--- config.mk ---
export PLATFORM = sky130hd
export DESIGN_NAME = conv_rate_seq
export DESIGN_NICKNAME = d
export VERILOG_FILES = /design/src/rtl/crs_pkg.sv /design/src/rtl/crs_cfg_reg.sv /design/src/rtl/crs_period_timer.sv /design/src/rtl/crs_conv_tracker.sv /design/src/rtl/conv_rate_seq.sv
export SDC_FILE = /design/constraint.sdc
export NUM_CORES = 1
export LEC_CHECK = 0
export BUFFER_PORTS_ARGS = -buffer_cell sky130_fd_sc_hd__buf_2
export CAP_MARGIN = 20
export CORE_MARGIN = 8
export CORE_UTILIZATION = 58
export CTS_CLUSTER_SIZE = 24
export DETAILED_ROUTE_END_ITERATION = 8
export GPL_ROUTABILITY_DRIVEN = 1
export PLACE_DENSITY = 0.77
export SLEW_MARGIN = 20
export SYNTH_ARGS = -nofsm -noshare
export SYNTH_HDL_FRONTEND = slang
export SYNTH_SLANG_ARGS = --single-unit
--- constraint.sdc ---
create_clock -name clk -period 3.8 [get_ports clk]
set_input_delay 1.14 -clock clk [delete_from_list [all_inputs] [get_ports clk]]
set_output_delay 1.14 -clock clk [all_outputs]
set_load 0.01 [all_outputs]
--- src/rtl/crs_pkg.sv ---
package crs_pkg;

    localparam int RATE_W        = 3;
    localparam int MAX_PERIOD_MS = 16000;

    typedef logic [RATE_W-1:0] rate_t;

    localparam rate_t DEFAULT_RATE = rate_t'(5);

    // Live configuration state
    typedef struct packed {
        rate_t rate;
        logic  shdn;
    } cfg_t;

    // One write on the configuration port
    typedef struct packed {
        rate_t rate;
        logic  shdn;
        logic  oneshot;
        logic  swrst;
    } cfg_wr_t;

    localparam cfg_t CFG_RESET = '{rate: DEFAULT_RATE, shdn: 1'b0};

    // Conversion period in milliseconds for each rate code
    function automatic int unsigned period_ms(rate_t code);
        case (code)
            3'd0:    return 15;
            3'd1:    return 50;
            3'd2:    return 100;
            3'd3:    return 250;
            3'd4:    return 500;
            3'd5:    return 1000;
            3'd6:    return 4000;
            default: return 16000;
        endcase
    endfunction

endpackage

--- src/rtl/crs_cfg_reg.sv ---
module crs_cfg_reg
    import crs_pkg::*;
(
    input  logic    clk,
    input  logic    rst,
    input  logic    we,
    input  cfg_wr_t wr,
    output cfg_t    cfg_q,
    output cfg_t    cfg_d,
    output logic    run_req
);

    always_comb begin
        cfg_d   = cfg_q;
        run_req = 1'b0;
        if (we) begin
            if (wr.swrst) cfg_d = CFG_RESET;
            else          cfg_d = '{rate: wr.rate, shdn: wr.shdn};
            // continuous mode restarts; in shutdown only a trigger starts one
            run_req = !cfg_d.shdn || wr.oneshot;
        end
    end

    always_ff @(posedge clk) begin
        if (rst) cfg_q <= CFG_RESET;
        else     cfg_q <= cfg_d;
    end


    swrst_defaults_chk: assert property (@(posedge clk) disable iff (rst)
        (we && wr.swrst) |=> (cfg_q.rate == DEFAULT_RATE && !cfg_q.shdn));


    readback_chk: assert property (@(posedge clk) disable iff (rst)
        (we && !wr.swrst) |=> (cfg_q.rate == $past(wr.rate) && cfg_q.shdn == $past(wr.shdn)));

endmodule

--- src/rtl/crs_period_timer.sv ---
module crs_period_timer
    import crs_pkg::*;
#(
    parameter int TICKS_PER_MS = 1
) (
    input  logic  clk,
    input  logic  rst,
    input  logic  tick,
    input  logic  wr,
    input  logic  run_req,
    input  rate_t new_rate,
    input  cfg_t  cur_cfg,
    output logic  start
);

    localparam int MAX_TICKS = MAX_PERIOD_MS * TICKS_PER_MS;
    localparam int CNT_W     = $clog2(MAX_TICKS);

    typedef logic [CNT_W-1:0] cnt_t;

    function automatic cnt_t reload(rate_t code);
        return cnt_t'(period_ms(code) * TICKS_PER_MS - 1);
    endfunction

    cnt_t cnt_q;
    logic start_q;

    always_ff @(posedge clk) begin
        if (rst) begin
            start_q <= 1'b0;
            cnt_q   <= reload(DEFAULT_RATE);
        end else if (wr) begin
            start_q <= run_req;
            cnt_q   <= reload(new_rate);
        end else if (!cur_cfg.shdn && tick) begin
            if (cnt_q == '0) begin
                start_q <= 1'b1;
                cnt_q   <= reload(cur_cfg.rate);
            end else begin
                start_q <= 1'b0;
                cnt_q   <= cnt_q - 1'b1;
            end
        end else begin
            start_q <= 1'b0;
        end
    end

    assign start = start_q;


    restart_after_write_chk: assert property (@(posedge clk) disable iff (rst)
        (wr && run_req) |=> start_q);


    stop_after_write_chk: assert property (@(posedge clk) disable iff (rst)
        (wr && !run_req) |=> !start_q);


    shutdown_quiet_chk: assert property (@(posedge clk) disable iff (rst)
        (start_q && cur_cfg.shdn) |-> $past(wr));

endmodule

--- src/rtl/crs_conv_tracker.sv ---
module crs_conv_tracker (
    input  logic clk,
    input  logic rst,
    input  logic wr,
    input  logic start,
    input  logic done,
    output logic busy,
    output logic abort
);

    logic busy_q;

    always_ff @(posedge clk) begin
        if (rst)        busy_q <= 1'b0;
        else if (wr)    busy_q <= 1'b0;
        else if (start) busy_q <= 1'b1;
        else if (done)  busy_q <= 1'b0;
    end

    assign busy  = busy_q;
    assign abort = wr && (busy_q || start);


    abort_clears_chk: assert property (@(posedge clk) disable iff (rst)
        abort |=> !busy_q);


    done_accept_chk: assert property (@(posedge clk) disable iff (rst)
        (done && busy_q && !start && !wr) |=> !busy_q);


    stray_done_chk: assert property (@(posedge clk) disable iff (rst)
        (!busy_q && !start) |=> !busy_q);

endmodule

--- src/rtl/conv_rate_seq.sv ---
module conv_rate_seq
    import crs_pkg::*;
#(
    parameter int TICKS_PER_MS = 1
) (
    input  logic       clk,
    input  logic       rst,
    input  logic       tick_1ms,
    input  logic       cfg_we,
    input  logic [2:0] cfg_rate,
    input  logic       cfg_shdn,
    input  logic       cfg_oneshot,
    input  logic       cfg_swrst,
    input  logic       conv_done,
    output logic       conv_start,
    output logic       conv_abort,
    output logic       conv_busy,
    output logic [2:0] rd_rate,
    output logic       rd_shdn,
    output logic       rd_oneshot
);

    cfg_wr_t wr_bus;
    cfg_t    cfg_q;
    cfg_t    cfg_d;
    logic    run_req;
    logic    start;

    assign wr_bus = '{rate: cfg_rate, shdn: cfg_shdn, oneshot: cfg_oneshot, swrst: cfg_swrst};

    crs_cfg_reg u_cfg (
        .clk     (clk),
        .rst     (rst),
        .we      (cfg_we),
        .wr      (wr_bus),
        .cfg_q   (cfg_q),
        .cfg_d   (cfg_d),
        .run_req (run_req)
    );

    crs_period_timer #(.TICKS_PER_MS(TICKS_PER_MS)) u_timer (
        .clk      (clk),
        .rst      (rst),
        .tick     (tick_1ms),
        .wr       (cfg_we),
        .run_req  (run_req),
        .new_rate (cfg_d.rate),
        .cur_cfg  (cfg_q),
        .start    (start)
    );

    crs_conv_tracker u_track (
        .clk   (clk),
        .rst   (rst),
        .wr    (cfg_we),
        .start (start),
        .done  (conv_done),
        .busy  (conv_busy),
        .abort (conv_abort)
    );

    assign conv_start = start;
    assign rd_rate    = cfg_q.rate;
    assign rd_shdn    = cfg_q.shdn;
    assign rd_oneshot = 1'b0;

endmodule

==> out/qor.txt <==
result of the run: completed
multiplexer share of the synthesized area: 3.76%
average detailed-routed wire length per instance: 18.3 um
net count after synthesis: 230
Post-Synthesis Cell Area: 1630 um2
sort of element at the end of the critical path: flip-flop
RSZ-0062 raised after global routing: no
global-route wire length before repair: 7.94 mm
largest family of logic cells by synthesized area: simple AND/OR/NAND/NOR gates
post-CTS setup buffer count: 0
Power Density: 327 nW/um2
proportion of netlist area held by the largest area contributor: 24.5%
area share of xor/xnor cells in the synthesized design: 4.83%
part of the total power dissipated in combinational logic: 25.2%
Final setup viols: 0
largest net degree at the start of global routing: 21
instance count on the critical path: 9
violation count after the first detailed-routing iteration: 224
final setup skew: 0.00735 ns
Slowest Stage Delay on Critical Path: 0.56 ns
Residual DRC: 0
Clock H-tree levels: 1
simple-gate share of the synthesized area: 31.4%
chip height: 69.0 um
I/O Buffers: 17
most common cell after layout, fill and taps aside: sky130_fd_sc_hd__nor2_1
Max transition margin: 48.6%
worst reg2reg setup slack: 0.66 ns
vias per std cell: 7.14
Critical Path RT: 4.04 ns
flop and latch count out of synthesis: 20
met2 routed WL: 2.15 mm
clock-pin slew on the worst setup and hold paths: 0.13 ns
net count reported at finish: 239
gate count of the mapped netlist: 218
Crit. Startpoint: cfg_rate[1]
Worst Setup Start Kind: input pin
clock share of power: 32.0%
most common flop cell mapped by yosys: sky130_fd_sc_hd__dfxtp_1
wire length on met3: 480 um
final critical delay including setup and external delays: 3.27 ns
top layer in use: met4
worst skew pair latency: 0.32 ns
effective utilization at floorplan: 60.2%
gr ovfl total: 0
routed metal-1 wire length: 1.92 mm
share of synthesized registers carrying an async set or reset: 0%
worst hold path type: reg2reg
count of flip-flops with a built-in enable after synthesis: 0
syn_area_per_cell: 7.48 um2
cell type with the largest total area after synthesis: sky130_fd_sc_hd__dfxtp_1
share of total power consumed by net switching: 31.6%
fraction of the mapped netlist area in adder cells: 0.767%
classification of the worst setup path: in2reg
number of pins exceeding their max-slew limit in the final report: 0
Final Routed Wirelength: 4.72 mm
number of placement rows: 19
worst hold path stage count: 1
worst endpoint data arrival time: 3.51 ns
total iterations of the first detailed-routing run: 5
Core Area: 2710 um2
net switching power: 181 uW
actual slew at the worst max-slew pin: 0.762 ns
Hold Buf Count CTS: 0
count of nets left with antenna violations after detail routing: 0
number of sinks on the clock net: 20
largest delay contributor family on the critical path: simple AND/OR/NAND/NOR gates
area grow syn2layout: 7.36%
clock tree from TritonCTS: built
CTS Root Buffer Type: sky130_fd_sc_hd__clkbuf_4
count of endpoints failing hold in the final timing report: 0
number of primary I/O pins: 19
number of warnings reported in the yosys synthesis log: 0
HP Start: u_timer.cnt_q[2]
distinct cell type count after synthesis: 59
Total Power Consumption: 572 uW
Internal Power: 392 uW
vias in the first global route: 1685
Buf/Inv on CP: 1
Final TNS setup: 0 ns
die area: 4770 um2
Crit Reg-Reg Startpoint: u_timer.cnt_q[6]
Clock Tree Buf Depth: 2
slowest stage cell on the critical path: sky130_fd_sc_hd__or4b_1
Fmax achieved: 306 MHz
max-capacitance violation count: 0
leakage power: 0.000644 uW
number of antenna diodes: 0
cells traversed along the worst timing path: buf_2 > nand2b_1 > a31oi_1 > o31a_1 > ha_1 > o311ai_0 > or4b_1 > or4_1 > a311oi_2
Final Wtd Congestion: 0.912
part of the power in registers: 42.7%
DP HPWL: 3.44 mm
total CTS buffers: 3
antenna violations before repair: 0
overall routing resource usage: 18.9%
synthesized-area fraction occupied by ao, oa, aoi and oai cells: 27.8%
sequential cell area fraction in the yosys report: 24.5%
fraction of layout cells with a size suffix above 1: 15.5%
worst supply voltage drop on vdd: 0.290 mV
most frequent cells in the layout: 26 x sky130_fd_sc_hd__nor2_1, 20 x sky130_fd_sc_hd__dfxtp_1, 17 x sky130_fd_sc_hd__buf_2
top fanout value on the critical path: 15
R2R depth: 9
PostCTS Resize Cnt: 0
vias after detailed routing: 1834
die extent in x: 69.0 um
post-route clock period utilization: 86.1%
cell types occupying the most area after synthesis: sky130_fd_sc_hd__dfxtp_1 25%, sky130_fd_sc_hd__nor2_1 6.0%, sky130_fd_sc_hd__o21ai_0 4.3%, sky130_fd_sc_hd__a21oi_1 4.0%, sky130_fd_sc_hd__mux2i_1 3.1%
[per-layer routing]
metal	global-route usage, %	up-vias
li1	-	833
met1	24.0	866
met2	30.2	110
met3	3.86	25
met4	7.74	0
met5	0	-
[Yosys cell counts (5+ instances only)]
master                     number
sky130_fd_sc_hd__nor2b_1        5
sky130_fd_sc_hd__or2_2          5
sky130_fd_sc_hd__nor3_1         8
sky130_fd_sc_hd__dfxtp_1       20
sky130_fd_sc_hd__mux2i_1        5
sky130_fd_sc_hd__clkbuf_1       5
sky130_fd_sc_hd__o21ai_0       14
sky130_fd_sc_hd__or4_1          5
sky130_fd_sc_hd__nand2b_1       6
sky130_fd_sc_hd__nor4_1         5
sky130_fd_sc_hd__inv_1          6
sky130_fd_sc_hd__a21oi_1       13
sky130_fd_sc_hd__xor2_1         5
sky130_fd_sc_hd__nor2_1        26
sky130_fd_sc_hd__buf_2          9
sky130_fd_sc_hd__nand2_1        9
[sequential cells by signal, indices dropped and copies added, names as in the netlist]
register	flops
u_cfg.cfg_q	4
u_timer.start	1
u_track.busy	1
u_timer.cnt_q	14
[metrics by stage]
step	area [um2]	std cells	util [%]	hold slack, ns	setup slack [ns]
global placement	1700	253	62.7	0.491	0.332
finish	1750	257	64.6	0.530	0.529
floorplan	1630	218	-	0.451	0.373
global route	1750	257	64.6	0.557	0.396
detailed placement	1700	253	62.7	0.490	0.242
CTS	1750	257	64.6	0.522	0.567
[final cells by class]
type | count | area, um2
Timing Repair Buffer | 21 | 115
Clock inverter | 1 | 30.0
Clock buffer | 3 | 22.5
Sequential cell | 20 | 400
Fill cell | 258 | 958
Tap cell | 31 | 38.8
Multi-Input combinational cell | 175 | 1120
Inverter | 6 | 22.5
[worst paths after layout]
check / endpoint
max: u_timer.cnt_q[10]
min: u_timer.cnt_q[2]
max reg2reg: u_timer.cnt_q[10]
min reg2reg: u_timer.cnt_q[2]
[power groups by stage]
stage / Sequential, uW / Combinational, uW / Clock, uW
6_report: 245 / 144 / 183
5_1_grt: 246 / 157 / 193
4_1_cts: 244 / 141 / 182
3_5_place_dp: 248 / 139 / 0
3_3_place_gp: 248 / 138 / 0
2_1_floorplan: 242 / 108 / 0
[cell families after synthesis]
kind of cell	after synthesis
other	1
DFF	20
AOI/OAI and AO/OA	66
buffers and inverters	23
adders and majority gates	1
and+or+nand+nor	92
xor gates and xnor gates	9
muxes	6
(Power assumes the default switching activity.)
